<file path="config.mk">
export PLATFORM = sky130hd
export DESIGN_NAME = flash_perm_guard
export DESIGN_NICKNAME = d
export VERILOG_FILES = /design/src/rtl/flash_perm_pkg.sv /design/src/rtl/flash_perm_lookup.sv /design/src/rtl/flash_perm_ctrl.sv /design/src/rtl/flash_perm_guard.sv
export SDC_FILE = /design/constraint.sdc
export NUM_CORES = 1
export LEC_CHECK = 0
export BUFFER_PORTS_ARGS = -buffer_cell sky130_fd_sc_hd__buf_4
export CORE_AREA = 2 2 159 161
export DETAILED_ROUTE_END_ITERATION = 6
export DIE_AREA = 0 0 161 163
export PLACE_DENSITY = 0.52
export SYNTH_ARGS = -nofsm -noshare
export SYNTH_HDL_FRONTEND = slang
export SYNTH_SLANG_ARGS = --single-unit
export TNS_END_PERCENT = 50
</file>
<file path="constraint.sdc">
create_clock -name clk -period 1.1 [get_ports clk]
set_input_delay 0 -clock clk [delete_from_list [all_inputs] [get_ports clk]]
set_output_delay 0 -clock clk [all_outputs]
set_load 0.01 [all_outputs]
</file>
<file path="src/rtl/flash_perm_pkg.sv">
package flash_perm_pkg;

  localparam logic [3:0] MUBI_TRUE = 4'b0110;

  typedef enum logic [1:0] {
    OP_READ       = 2'd0,
    OP_PROG       = 2'd1,
    OP_PAGE_ERASE = 2'd2,
    OP_BANK_ERASE = 2'd3
  } flashOp_e;

  // Result of the permission lookup
  typedef struct packed {
    logic permOk;
    logic typeOk;
  } verdict_t;

  // Strobes from the decision logic to the response registers
  typedef struct packed {
    logic done;
    logic allow;
    logic setMp;
    logic setPt;
  } strobes_t;

  function automatic logic mubiTrue(input logic [3:0] v);
    return v == MUBI_TRUE;
  endfunction

endpackage

</file>
<file path="src/rtl/flash_perm_lookup.sv">
module flash_perm_lookup
  import flash_perm_pkg::*;
#(
  parameter int NUM_REGIONS = 4,
  parameter int NUM_BANKS   = 2,
  parameter int PAGE_W      = 5,
  parameter int INFO_TYPES  = 2,
  parameter int INFO_PAGES  = 4,
  localparam int BANK_W   = (NUM_BANKS > 1) ? $clog2(NUM_BANKS) : 1,
  localparam int TYPE_W   = (INFO_TYPES > 1) ? $clog2(INFO_TYPES) : 1,
  localparam int G_W      = BANK_W + PAGE_W,
  localparam int NUM_INFO = NUM_BANKS * INFO_TYPES * INFO_PAGES
) (
  input  logic [1:0]                   reqOp,
  input  logic                         reqInfo,
  input  logic [BANK_W-1:0]            reqBank,
  input  logic [PAGE_W-1:0]            reqPage,
  input  logic [TYPE_W-1:0]            reqInfoType,
  input  logic                         reqProgSel,
  input  logic [1:0]                   progTypeEn,
  input  logic [NUM_REGIONS*4-1:0]     regEnCfg,
  input  logic [NUM_REGIONS*4-1:0]     regRdCfg,
  input  logic [NUM_REGIONS*4-1:0]     regProgCfg,
  input  logic [NUM_REGIONS*4-1:0]     regEraseCfg,
  input  logic [NUM_REGIONS*G_W-1:0]   regStartCfg,
  input  logic [NUM_REGIONS*(G_W+1)-1:0] regCountCfg,
  input  logic [3:0]                   dfltRdCfg,
  input  logic [3:0]                   dfltProgCfg,
  input  logic [3:0]                   dfltEraseCfg,
  input  logic [NUM_BANKS-1:0]         bankEraseEn,
  input  logic [NUM_INFO*4-1:0]        infoEnCfg,
  input  logic [NUM_INFO*4-1:0]        infoRdCfg,
  input  logic [NUM_INFO*4-1:0]        infoProgCfg,
  input  logic [NUM_INFO*4-1:0]        infoEraseCfg,
  output verdict_t                     verdict
);

  logic [G_W-1:0]         gPage;
  logic [NUM_REGIONS-1:0] regHit;

  assign gPage = {reqBank, reqPage};

  // One range comparator per region, two guard bits against carry-out
  for (genvar i = 0; i < NUM_REGIONS; i++) begin : g_region
    logic [G_W+1:0] lo;
    logic [G_W+1:0] span;
    logic [G_W+1:0] pg;
    assign lo   = {2'b00, regStartCfg[i*G_W +: G_W]};
    assign span = lo + {1'b0, regCountCfg[i*(G_W+1) +: G_W+1]};
    assign pg   = {2'b00, gPage};
    assign regHit[i] = mubiTrue(regEnCfg[i*4 +: 4]) && (pg >= lo) && (pg < span);
  end

  // Lowest matching index wins: scan from the top down
  logic [3:0] selRd, selProg, selErase;
  always_comb begin
    selRd    = dfltRdCfg;
    selProg  = dfltProgCfg;
    selErase = dfltEraseCfg;
    for (int i = NUM_REGIONS - 1; i >= 0; i--) begin
      if (regHit[i]) begin
        selRd    = regRdCfg[i*4 +: 4];
        selProg  = regProgCfg[i*4 +: 4];
        selErase = regEraseCfg[i*4 +: 4];
      end
    end
  end

  // Info-partition entry lookup
  logic       infoInRange;
  int         infoIdx;
  logic [3:0] iEn, iRd, iProg, iErase;
  always_comb begin
    infoInRange = (int'(reqPage) < INFO_PAGES) && (int'(reqInfoType) < INFO_TYPES) &&
                  (int'(reqBank) < NUM_BANKS);
    infoIdx = infoInRange ?
              ((int'(reqBank) * INFO_TYPES + int'(reqInfoType)) * INFO_PAGES + int'(reqPage)) : 0;
    iEn    = infoEnCfg[infoIdx*4 +: 4];
    iRd    = infoRdCfg[infoIdx*4 +: 4];
    iProg  = infoProgCfg[infoIdx*4 +: 4];
    iErase = infoEraseCfg[infoIdx*4 +: 4];
  end

  logic [3:0] dataField, infoField;
  always_comb begin
    case (reqOp)
      OP_READ: begin
        dataField = selRd;
        infoField = iRd;
      end
      OP_PROG: begin
        dataField = selProg;
        infoField = iProg;
      end
      default: begin
        dataField = selErase;
        infoField = iErase;
      end
    endcase
  end

  always_comb begin
    if (reqOp == OP_BANK_ERASE) begin
      verdict.permOk = bankEraseEn[reqBank];
    end else if (reqInfo) begin
      verdict.permOk = infoInRange && mubiTrue(iEn) && mubiTrue(infoField);
    end else begin
      verdict.permOk = mubiTrue(dataField);
    end
    verdict.typeOk = progTypeEn[reqProgSel];
  end

endmodule

</file>
<file path="src/rtl/flash_perm_ctrl.sv">
module flash_perm_ctrl
  import flash_perm_pkg::*;
(
  input  logic       clk,
  input  logic       rstN,
  input  logic       reqValid,
  input  logic [1:0] reqOp,
  input  verdict_t   verdict,
  input  logic [1:0] errClr,
  output logic       respValid,
  output logic       respAllow,
  output logic [1:0] errCode,
  output logic       alertReq
);

  strobes_t stb;
  logic     denyType;
  logic     denyPerm;

  always_comb begin
    denyType  = (reqOp == OP_PROG) && !verdict.typeOk;
    denyPerm  = !denyType && !verdict.permOk;
    stb.done  = reqValid;
    stb.allow = reqValid && !denyType && !denyPerm;
    stb.setPt = reqValid && denyType;
    stb.setMp = reqValid && denyPerm;
  end

  always_ff @(posedge clk or negedge rstN) begin
    if (!rstN) begin
      respValid <= 1'b0;
      respAllow <= 1'b0;
      alertReq  <= 1'b0;
      errCode   <= 2'b00;
    end else begin
      respValid <= stb.done;
      respAllow <= stb.allow;
      alertReq  <= stb.setPt | stb.setMp;
      errCode   <= (errCode & ~errClr) | {stb.setPt, stb.setMp};
    end
  end

endmodule

</file>
<file path="src/rtl/flash_perm_guard.sv">
module flash_perm_guard
  import flash_perm_pkg::*;
#(
  parameter int NUM_REGIONS = 4,
  parameter int NUM_BANKS   = 2,
  parameter int PAGE_W      = 5,
  parameter int INFO_TYPES  = 2,
  parameter int INFO_PAGES  = 4,
  localparam int BANK_W   = (NUM_BANKS > 1) ? $clog2(NUM_BANKS) : 1,
  localparam int TYPE_W   = (INFO_TYPES > 1) ? $clog2(INFO_TYPES) : 1,
  localparam int G_W      = BANK_W + PAGE_W,
  localparam int NUM_INFO = NUM_BANKS * INFO_TYPES * INFO_PAGES
) (
  input  logic                           clk,
  input  logic                           rstN,
  input  logic                           reqValid,
  input  logic [1:0]                     reqOp,
  input  logic                           reqInfo,
  input  logic [BANK_W-1:0]              reqBank,
  input  logic [PAGE_W-1:0]              reqPage,
  input  logic [TYPE_W-1:0]              reqInfoType,
  input  logic                           reqProgSel,
  input  logic [1:0]                     progTypeEn,
  input  logic [NUM_REGIONS*4-1:0]       regEnCfg,
  input  logic [NUM_REGIONS*4-1:0]       regRdCfg,
  input  logic [NUM_REGIONS*4-1:0]       regProgCfg,
  input  logic [NUM_REGIONS*4-1:0]       regEraseCfg,
  input  logic [NUM_REGIONS*G_W-1:0]     regStartCfg,
  input  logic [NUM_REGIONS*(G_W+1)-1:0] regCountCfg,
  input  logic [3:0]                     dfltRdCfg,
  input  logic [3:0]                     dfltProgCfg,
  input  logic [3:0]                     dfltEraseCfg,
  input  logic [NUM_BANKS-1:0]           bankEraseEn,
  input  logic [NUM_INFO*4-1:0]          infoEnCfg,
  input  logic [NUM_INFO*4-1:0]          infoRdCfg,
  input  logic [NUM_INFO*4-1:0]          infoProgCfg,
  input  logic [NUM_INFO*4-1:0]          infoEraseCfg,
  input  logic [1:0]                     errClr,
  output logic                           respValid,
  output logic                           respAllow,
  output logic [1:0]                     errCode,
  output logic                           alertReq
);

  verdict_t verdict;

  flash_perm_lookup #(
    .NUM_REGIONS(NUM_REGIONS),
    .NUM_BANKS  (NUM_BANKS),
    .PAGE_W     (PAGE_W),
    .INFO_TYPES (INFO_TYPES),
    .INFO_PAGES (INFO_PAGES)
  ) u_lookup (
    .reqOp       (reqOp),
    .reqInfo     (reqInfo),
    .reqBank     (reqBank),
    .reqPage     (reqPage),
    .reqInfoType (reqInfoType),
    .reqProgSel  (reqProgSel),
    .progTypeEn  (progTypeEn),
    .regEnCfg    (regEnCfg),
    .regRdCfg    (regRdCfg),
    .regProgCfg  (regProgCfg),
    .regEraseCfg (regEraseCfg),
    .regStartCfg (regStartCfg),
    .regCountCfg (regCountCfg),
    .dfltRdCfg   (dfltRdCfg),
    .dfltProgCfg (dfltProgCfg),
    .dfltEraseCfg(dfltEraseCfg),
    .bankEraseEn (bankEraseEn),
    .infoEnCfg   (infoEnCfg),
    .infoRdCfg   (infoRdCfg),
    .infoProgCfg (infoProgCfg),
    .infoEraseCfg(infoEraseCfg),
    .verdict     (verdict)
  );

  flash_perm_ctrl u_ctrl (
    .clk      (clk),
    .rstN     (rstN),
    .reqValid (reqValid),
    .reqOp    (reqOp),
    .verdict  (verdict),
    .errClr   (errClr),
    .respValid(respValid),
    .respAllow(respAllow),
    .errCode  (errCode),
    .alertReq (alertReq)
  );

endmodule

</file>
==> results of run 1 <==
## worst max-delay path, cell delays in order
cell	delay, ns
buf_6	0.10
ha_4	0.15
fa_2	0.35
a21oi_2	0.15
nor2_1	0.06
nor2_1	0.12
xor2_1	0.09
ha_2	0.33
nor3_2	0.04
or4_4	0.52
a21oi_4	0.14
o21ai_4	0.11
buf_4	0.15
a32o_2	0.24
a21oi_2	0.15
nor4_2	0.07
buf_4	0.14
a31o_1	0.21
## per-layer routing
metal	part of all wire, %	global-route usage (%)
met1	38	19.1
met2	54	34.1
met3	7.2	3.62
met4	0.91	2.35
met5	0	0
## final cells by class
type	count	area, sq um	area share [%]
repair buffers	533	4120	45.5
multi-input cells	484	4100	45.3
well taps	330	413	4.56
inverters	56	210	2.32
flip-flops and latches	5	125	1.38
clock buffers	4	78.8	0.871
## path summary, 6_finish.rpt
kind	startpoint	endpoint	slack (ns)
min in group asynchronous	rstN	u_ctrl.errCode[1]	0.12
setup / recovery	regStartCfg[18]	u_ctrl.respAllow	-1.91
max in group asynchronous	rstN	u_ctrl.alertReq	0.87
hold / removal	reqValid	u_ctrl.errCode[1]	0.01
hold reg to reg	u_ctrl.errCode[1]	u_ctrl.errCode[1]	0.55
setup reg to reg	u_ctrl.errCode[0]	u_ctrl.errCode[0]	0.02
## cell usage after synthesis (8+ instances only)
library cell   n
ha_1          69
inv_1         55
nor2_1        38
a21oi_1       35
nand2_1       33
o21ai_0       26
nor4bb_1      22
nand2b_1      19
nor2b_1       14
xor2_1        12
nor4_1        11
mux2i_1       10
a211oi_1       8
a21o_1         8
nand3_1        8
## where the power goes
| group | internal, mW | switching, mW | total, mW |
|---|---|---|---|
| Sequential | 0.200 | 0.00602 | 0.206 |
| Combinational | 2.09 | 1.34 | 3.43 |
| Clock | 0.479 | 0.107 | 0.587 |
## cells by family (layout without fill, tap and decap cells)
group           after synthesis  after routing  share of synthesized area [%]
xor+xnor                     16             16                           3.18
compound gates              166            166                           28.0
fa+ha+maj                    74             74                           21.9
buf+inv                      73            593                           7.04
flops                         5              5                           2.84
simple gates                211            211                           32.0
mux                          17             17                           5.08
## flip-flops by register name, indices dropped and copies added (netlist names)
name	count
u_ctrl.alertReq	1
u_ctrl.errCode	2
u_ctrl.respValid	1
u_ctrl.respAllow	1
## what timing repair did
action,CTS,global route
buffers inserted,6,0
pin swaps,9,8
endpoints found under the hold margin,7,0
hold buffers,3,0
gates cloned,0,0
setup endpoints to repair,4,4
resized for setup,16,8
==> metrics.md, run 1 <==
| Metric | Value |
|---|---|
| Synth Net Count | 1,040 |
| Crit-path max FO | 5 |
| # IOs | 409 |
| Largest net degree at the start of global routing | 18 |
| Critical Path End Type | flip-flop |
| Wirelength, routed | 23.8 mm |
| Synth area leaders | ha_1, nor4bb_1, inv_1 |
| Area post-placement | ~0.0088 sq mm |
| Drt pass-1 iters | 4 |
| Hold-critical path depth | 3 |
| TNS Setup | -5.66 ns |
| Root buffer selected by CTS | clkbuf_16 |
| Setup WS pre-CTS | -2.21 ns |
| Routability cong. | 0.834 |
| Cell Pwr Density | 467 mW/mm^2 |
| Fin crit period | 3.01 ns |
| Synth Instances | 562 |
| Worst Slack Setup Final | -1.91 ns |
| Core Rows | 58 |
| Clock-pin slew on the worst setup and hold paths | 0.03 ns |
| Max VDD drop | 0.364 mV |
| H-tree levels | 1 |
| Total leakage power | 4.56 nW |
| Worst-Margin Slew | between 0.5 and 0.6 ns |
| Final HPWL DP | between 20 and 25 mm |
| Die area | approximately 0.026 sq mm |
| Ys Warns | 0 |
| FILL cells | 2,619 |
| Die height | 163 um |
| Critical Path RT | 1.21 ns |
| Top_reg_cell synth | dfrtp_1 |
| Initial Utilization | 17.9% |
| DR DRC count | 0 |
| Design Area, Final | 0.00905 sq mm |
| Vias in the first global route | 6,607 |
| Area grow syn2layout | 105% |
| Fin. Hold Viols | 0 |
| Synth area leader | ha_1 |
| CTS Buf Count | 3 |
| CTS max path bufs | 2 |
| Outcome | finished, violations left |
| Worst clock skew | 0 ns |
| Worst hold path type | input port to flip-flop |
| Max Cap Viol | 0 |
| Setup violators final | 3 |
| Critical Setup Path Class | input port to flip-flop |
| CTS sink cnt | 5 |
| Global Route Usage Sum | 17.2% |
| Share of cells above drive strength 1 | 55.3% |
| Slew Limit Headroom | 62.2% |
| RSZ-0062 raised after global routing | true |
| Detail Route Antenna Nets | 0 |
| Starting DRT DRC Count | 195 |
| Async S/R FF share, synth | between 90% and 100% |
| Most frequent cells in the layout | buf_4, ha_1, inv_1, nor2_1, nand2_1 |
| Register area share after synthesis | 2.84% |
| Fin crit share | 274% |
| Hold_ws | 0.0136 ns |
| Worst path arrival time | 3.12 ns |
| TritonCTS clock tree | done |
| DR vias/cell | 4.44 |
| Post-synthesis instance area | 0.00441 sq mm |
| Core area | 0.0247 sq mm |
| Number of synthesized flops with an enable pin | 0 |
| Antenna diode count | 0 |
| Reg2Reg Depth | 4 |
| CP startpoint kind | input port |
| DR WL/cell | 16.9 um |
| DP Cell Count | about 1.4k |
| Grt ovf | 0 |
| FF+latch count, synth | 5 |
| Cell variety after synth | 91 |
| Most common cell after layout, fill and taps aside | buf_4 |
| Clk_lat worst skew | 0.22 ns |
| Syn_area_per_cell | just under 8 sq um |
| Total power | 4.22 mW |
| Final core utilization | 36.7% |
| First-pass GRT wire length | 35.3 mm |
| Max-slew violations | 0 |
| Number of port buffers | between 400 and 500 |
| Max frequency | 332 MHz |
| Layout net count | 1,561 |
| Post-synth top area share | slightly below 20% |
| Total number of vias | 6,268 |
| Failing checks | setup timing |
| Width of the die | approximately 160 um |
| Initial antenna violation count | 0 |
| Final Non-Filler Cells | 1,412 |
Power figures use the tool's default switching activity.
==> run 2: changes to the inputs <==
--- a/config.mk
+++ b/config.mk
@@ -10,6 +10,7 @@
 export DETAILED_ROUTE_END_ITERATION = 6
 export DIE_AREA = 0 0 161 163
 export PLACE_DENSITY = 0.52
+export SKIP_LAST_GASP = 1
 export SYNTH_ARGS = -nofsm -noshare
 export SYNTH_HDL_FRONTEND = slang
 export SYNTH_SLANG_ARGS = --single-unit
==> run 2 against run 1 <==
- the flow still finishes with violations (setup timing)
- final cell count unchanged
- hold slack worse by 0.00091 ns
- design area about the same
- clock power up 0.7%
- highest routed layer unchanged
==> metrics.md, run 2 (synthesis gave the netlist of run 1 again) <==
| Metric | Value |
|---|---|
| Outcome | finished, violations left |
| H-tree levels | 1 (unchanged) |
| Crit-path max FO | 5 (unchanged) |
| Share of cells above drive strength 1 | 55.2% (-0.092 points) |
| DR WL/cell | 16.9 um (about the same) |
| DP Cell Count | 1,399 (unchanged) |
| TritonCTS clock tree | done |
| Max frequency | 332 MHz (about the same) |
| CP cell instances | buf_6 > ha_4 > fa_2 > a21oi_2 > nor2_1 > nor2_1 > xor2_1 > ha_2 > nor3_2 > or4_4 > a21oi_4 > o21ai_4 > buf_4 > a32o_2 > a21oi_2 > nor4_2 > buf_4 > a31o_1 |
| Die area | 0.0262 sq mm (unchanged) |
| CP startpoint kind | input port |
| Fin crit period | 3.01 ns (-0.000350 ns) |
| Antenna diode count | 0 (unchanged) |
| Global Route Usage Sum | 17.2% (about the same) |
| Largest register by flop count | u_ctrl.errCode |
| CTS sink cnt | 5 (unchanged) |
| Core Rows | 58 (unchanged) |
| Total number of vias | 6,271 (+0.048%) |
| RSZ-0062 raised after global routing | true |
| CTS max path bufs | 2 (unchanged) |
| Drt pass-1 iters | 4 (unchanged) |
| Setup violators final | 4 (+1) |
| Worst clock skew | 0 ns (unchanged) |
| Critical Setup Path Class | input port to flip-flop |
| Total power | 4.23 mW (about the same) |
| Net Sw Frac | 34.4% (+0.052 points) |
| Worst-Margin Slew | 0.565 ns (+0.000394 ns) |
| Wirelength, routed | 23.8 mm (about the same) |
| Failing checks | setup timing |
| First-pass GRT wire length | 35.3 mm (about the same) |
| Slew Limit Headroom | 62.2% (about the same) |
| Largest net degree at the start of global routing | 18 (unchanged) |
| Number of flip-flops in the largest register | 2 (unchanged) |
| Final HPWL DP | 21.8 mm (unchanged) |
| Most frequent cells in the layout | buf_4, ha_1, inv_1, nor2_1, nand2_1 |
| Initial antenna violation count | 0 (unchanged) |
| Max-slew violations | 0 (unchanged) |
| Width of the die | 161 um (unchanged) |
| Vias in the first global route | 6,614 (+0.11%) |
| Detail Route Antenna Nets | 0 (unchanged) |
| Critical Path End Type | flip-flop |
| Grt ovf | 0 (unchanged) |
| Core area | 0.0247 sq mm (unchanged) |
| # IOs | 409 (unchanged) |
| Area grow syn2layout | 105% (about the same) |
| Worst path arrival time | 3.12 ns (about the same) |
| Clk_lat worst skew | 0.22 ns (about the same) |
| Max VDD drop | 0.362 mV (-0.53%) |
| Clock-pin slew on the worst setup and hold paths | 0.03 ns (about the same) |
| Clock share of power | 14.0% (about the same) |
| Largest stage delay, worst path | 0.52 ns (about the same) |
| Most common cell after layout, fill and taps aside | buf_4 |
| Root buffer selected by CTS | clkbuf_16 |
| Final core utilization | 36.6% (about the same) |
| Hold_ws | 0.0127 ns (-0.000912 ns) |
| Fin crit share | 274% (about the same) |
| Die height | 163 um (unchanged) |
| Internal power | 2.77 mW (about the same) |
| Worst hold path type | input port to flip-flop |
| CTS Buf Count | 3 (unchanged) |
| Cell Pwr Density | 468 mW/mm^2 (+0.12%) |
| Initial Utilization | 17.9% (unchanged) |
| Sequential Power Share | 4.9% (about the same) |
| Routability cong. | 0.834 (unchanged) |
| Combinational fraction of design power | 81.1% (about the same) |
| Layout net count | 1,561 (unchanged) |
| Critical Path RT | 1.21 ns (about the same) |
| DR DRC count | 0 (unchanged) |
| Starting DRT DRC Count | 224 (+15%) |
| Worst Slack Setup Final | -1.91 ns (+0.000350 ns) |
| Final Non-Filler Cells | 1,412 (unchanged) |
| Crit-path slowest cell | or4_4 |
| Total leakage power | 4.55 nW (about the same) |
| Fin. Hold Viols | 0 (unchanged) |
| Max Cap Viol | 0 (unchanged) |
| NetSw | 1.45 mW (+0.17%) |
| DR vias/cell | 4.44 (about the same) |
| Number of port buffers | 408 (unchanged) |
## run 2: cell counts in the layout (fill, tap and decap cells not counted)
No cell type changed its count.
## run 2: layout make-up
| cell class | count | area (sq um) |
|---|---|---|
| Clock buffer | 4 | 78.8 |
| Fill cell | 2616 | 15600 |
| Inverter | 56 | 210 |
| Multi-Input combinational cell | 484 | 4100 |
| Sequential cell | 5 | 125 |
| Tap cell | 330 | 413 |
| Timing Repair Buffer | 533 | 4120 |
## run 2: routing by layer
metal  routed length (um)  GRT usage (%)  vias to the layer above  share of wire, %
met5                    0              0                        -                 0
met2                12800           34.1                      220                54
met4                  226           2.35                        0              0.95
met1                 9100           19.1                     2833                38
li1                     -              -                     3200                 -
met3                 1740           3.62                       18               7.3
## run 2: worst max-delay path: cells and delay by family
kind | cells | cell delay [ns]
AOI/OAI and AO/OA | 6 | 1.00
xor gates and xnor gates | 1 | 0.09
and+or+nand+nor | 5 | 0.81
buffers and inverters | 3 | 0.39
adders and majority gates | 3 | 0.83
## run 2: power groups by stage
stage / Combinational (mW) / Sequential (mW) / Clock, mW
6_report: 3.43 / 0.206 / 0.591
5_1_grt: 3.81 / 0.209 / 0.604
4_1_cts: 3.46 / 0.207 / 0.596
3_5_place_dp: 3.36 / 0.209 / 0
3_3_place_gp: 3.32 / 0.208 / 0
2_1_floorplan: 1.40 / 0.216 / 0
## run 2: repair_timing
action / CTS / global route
cloned: 0 / 0
pin swaps: 8 / 7
hold endpoints to repair: 7 / 0
hold buffers: 3 / 0
setup endpoints to repair: 4 / 4
buffers inserted: 6 / 0
gates resized for setup: 14 / 8
## run 2: final timing paths
check / from / endpoint / slack (ns) / cells after the start
worst max-delay path: regStartCfg[18] / u_ctrl.respAllow / -1.91 / 18
worst min-delay path: reqValid / u_ctrl.errCode[1] / 0.01 / 3
worst max register to register: u_ctrl.errCode[0] / u_ctrl.errCode[0] / 0.02 / 4
worst min register to register: u_ctrl.errCode[1] / u_ctrl.errCode[1] / 0.55 / 2
max in group asynchronous: rstN / u_ctrl.alertReq / 0.88 / 2
min in group asynchronous: rstN / u_ctrl.errCode[1] / 0.12 / 2
## run 2: stage by stage
stage	setup WS [ns]	instance area [sq um]	setup TNS (ns)
4_1_cts	-1.95	9000	-5.87
2_1_floorplan	-1.79	4450	-5.33
5_1_grt	-2.07	9040	-6.44
6_report	-1.91	9040	-5.80
3_3_place_gp	-2.18	8780	-6.85
3_5_place_dp	-2.21	8780	-6.93
==> run 3: changes to the inputs <==
--- a/config.mk
+++ b/config.mk
@@ -6,10 +6,12 @@
 export NUM_CORES = 1
 export LEC_CHECK = 0
 export BUFFER_PORTS_ARGS = -buffer_cell sky130_fd_sc_hd__buf_4
-export CORE_AREA = 2 2 159 161
+export CELL_PAD_IN_SITES_DETAIL_PLACEMENT = 0
+export CELL_PAD_IN_SITES_GLOBAL_PLACEMENT = 1
+export CORE_AREA = 2 2 157 159
 export DETAILED_ROUTE_END_ITERATION = 6
-export DIE_AREA = 0 0 161 163
-export PLACE_DENSITY = 0.52
+export DIE_AREA = 0 0 159 161
+export PLACE_DENSITY = 0.72
 export SKIP_LAST_GASP = 1
 export SYNTH_ARGS = -nofsm -noshare
 export SYNTH_HDL_FRONTEND = slang
==> run 3 against run 2 <==
- the run still ends with setup timing left
- design area rose by 0.50%
- routed wire length rose by 0.35%
- critical endpoint unchanged
- clock skew did not move
- sequential power barely moved
- sequential share of layout area barely moved
- largest cell class is now multi-input combinational cells
- non-clock buffer count fell by 1
- critical path type unchanged
- via count rose by 1.6%
- register-to-register slack got worse by 0.06 ns
- highest routed layer is now met5
- first-iteration DRC count fell by 15%
- combinational power barely moved
==> metrics.md, run 3 (synthesis gave the netlist of run 1 again) <==
| Metric | Value |
|---|---|
| Routability cong. | 0.855 (+2.6%) |
| Largest net degree at the start of global routing | 27 (+9) |
| Initial antenna violation count | 1 (+1) |
| Die area | 0.0256 sq mm (-2.5%) |
| H-tree levels | 1 (unchanged) |
| Critical Path End Type | flip-flop |
| Max Cap Viol | 0 (unchanged) |
| Outcome | finished, violations left |
| FILL cells | 2,554 (-2.4%) |
| Clk_lat worst skew | 0.23 ns (about the same) |
| Core Rows | 57 (-1.7%) |
| CP startpoint kind | input port |
| Critical Path RT | 1.21 ns (about the same) |
| Grt ovf | 0 (unchanged) |
| Area grow syn2layout | 106% |
| Slew Limit Headroom | 68.5% (+6.2 points) |
| Worst Slack Setup Final | -1.84 ns (+0.0652 ns) |
| CTS sink cnt | 5 (unchanged) |
| Crit-path max FO | 5 (unchanged) |
| Most common cell after layout, fill and taps aside | buf_4 |
| Max frequency | 340 MHz (+2.2%) |
| Global Route Usage Sum | 17.9% (+0.69 points) |
| Worst r2r src | u_ctrl.errCode[0] |
| Area occupied by multi-input gates | 0.00414 sq mm (+1.0%) |
| Fin. Hold Viols | 0 (unchanged) |
| Most frequent cells in the layout | buf_4, ha_1, inv_1, nor2_1, nand2_1 |
| Reg2reg end | u_ctrl.errCode[0] |
| Max-slew violations | 0 (unchanged) |
| Total leakage power | 4.55 nW (-0.11%) |
| CTS Buf Count | 3 (unchanged) |
| Crit. Startpoint | regStartCfg[19] |
| Worst-Margin Slew | 0.469 ns (-0.0965 ns) |
| RSZ-0062 raised after global routing | true |
| Setup WS pre-CTS | -2.18 ns (+0.0294 ns) |
| Register area | 125 sq um (unchanged) |
| Starting DRT DRC Count | 191 (-15%) |
| Clock-pin slew on the worst setup and hold paths | 0.04 ns (about the same) |
| Wirelength, routed | 23.9 mm (+0.35%) |
| Reg2Reg Setup Slack | -0.04 ns (-0.06 ns) |
| Worst hold path type | input port to flip-flop |
| DR DRC count | 0 (unchanged) |
| Total number of vias | 6,371 (+1.6%) |
| Die height | 161 um (-1.2%) |
| DR WL/cell | 17.0 um (+0.85%) |
| Hold_ws | 0.0280 ns (+0.0153 ns) |
| Cell Pwr Density | 467 mW/mm^2 (-0.20%) |
| Largest register by flop count | u_ctrl.errCode |
| Final HPWL DP | 21.6 mm (-0.64%) |
| Share of cells above drive strength 1 | 55.7% (+0.51 points) |
| # IOs | 409 (unchanged) |
| Core area | 0.0240 sq mm (-2.9%) |
| Number of flip-flops in the largest register | 2 (unchanged) |
| Failing checks | setup timing |
| Fin crit period | 2.94 ns (-0.0652 ns) |
| End point of the critical path | u_ctrl.respAllow |
| Worst clock skew | 0 ns (unchanged) |
| Antenna diode count | 0 (unchanged) |
| Drt pass-1 iters | 4 (unchanged) |
| Critical Setup Path Class | input port to flip-flop |
| Vias in the first global route | 6,843 (+3.5%) |
| Layout net count | 1,560 (-0.064%) |
| Setup violators final | 4 (unchanged) |
| DR vias/cell | 4.53 (+2.1%) |
| Fin crit share | 268% (-5.9 points) |
| Initial Utilization | 18.4% (+0.53 points) |
| Detail Route Antenna Nets | 0 (unchanged) |
| Width of the die | 159 um (-1.2%) |
| TNS Setup | -5.53 ns (+0.266 ns) |
| Worst path arrival time | 3.06 ns (-0.06 ns) |
| Max VDD drop | 0.374 mV (+3.1%) |
| CTS max path bufs | 2 (unchanged) |
| DP Cell Count | 1,395 (-0.29%) |
| Reg2Reg Depth | 4 (unchanged) |
| Final Non-Filler Cells | 1,405 (-0.50%) |
| TritonCTS clock tree | done |
| Number of port buffers | 408 (unchanged) |
| First-pass GRT wire length | 36.6 mm (+3.8%) |
| Root buffer selected by CTS | clkbuf_16 |
==> run 3: metrics by stage <==
stage	cell area, sq um	util [%]	power, mW
after floorplan	4450	-	1.62
final	9080	37.9	4.24
after detailed placement	8750	36.5	3.55
after CTS	9080	37.9	4.28
after global routing	9080	37.9	4.64
after global placement	8750	36.5	3.50
==> run 3: what timing repair did <==
item	4_1_cts	5_1_grt
hold buffers	3	0
cloned	1	0
pin swaps	32	0
endpoints found under the setup margin	4	4
buffers inserted	2	0
gates resized for setup	34	1
hold endpoints to repair	7	0
==> run 3: final cells by class <==
class | instances | share of cell area, %
clock buffer | 3 | 0.826
clock inverter | 1 | 0.0551
inverter | 56 | 2.31
multi-input combinational | 484 | 45.6
sequential | 5 | 1.38
tap | 324 | 4.46
timing repair buffer | 532 | 45.4
==> run 3: worst max-delay path, cell delays in order <==
cell and delay (ns):
buf_8 0.11, ha_4 0.22, a21o_1 0.16, a21oi_2 0.16, o21bai_1 0.08, a21oi_1 0.17
xor2_1 0.19, ha_2 0.24, nor3_2 0.04, or4_4 0.52, a21oi_4 0.15, o21ai_4 0.11
nand2_4 0.12, mux2_4 0.33, a21oi_4 0.17, nor4_4 0.07, a31o_1 0.22
==> run 3: worst min path at each step <==
stage / startpoint / to / slack [ns] / depth (start not counted)
4_1_cts: reqValid / u_ctrl.errCode[1] / 0.03 / 3
2_1_floorplan: rstN / u_ctrl.alertReq / -0.30 / 0
3_3_place_gp: rstN / u_ctrl.respValid / -0.19 / 1
6_report: reqValid / u_ctrl.errCode[1] / 0.03 / 3
3_5_place_dp: rstN / u_ctrl.errCode[1] / -0.19 / 1
5_1_grt: reqValid / u_ctrl.alertReq / 0.06 / 3
==> run 3: per-layer routing <==
layer / vias to the layer above / global-route usage, % / part of all wire [%]
met2: 233 / 34.0 / 52
met3: 16 / 4.37 / 7.6
met5: - / 0 / 0.054
li1: 3196 / - / -
met1: 2924 / 21.0 / 40
met4: 2 / 1.82 / 0.97
==> run 3: where the power goes <==
part	internal (mW)	leakage [nW]	total, mW	switching (mW)
combinational	2.08	4.44	3.43	1.35
clock	0.475	0.0409	0.601	0.126
sequential	0.200	0.0628	0.209	0.00900
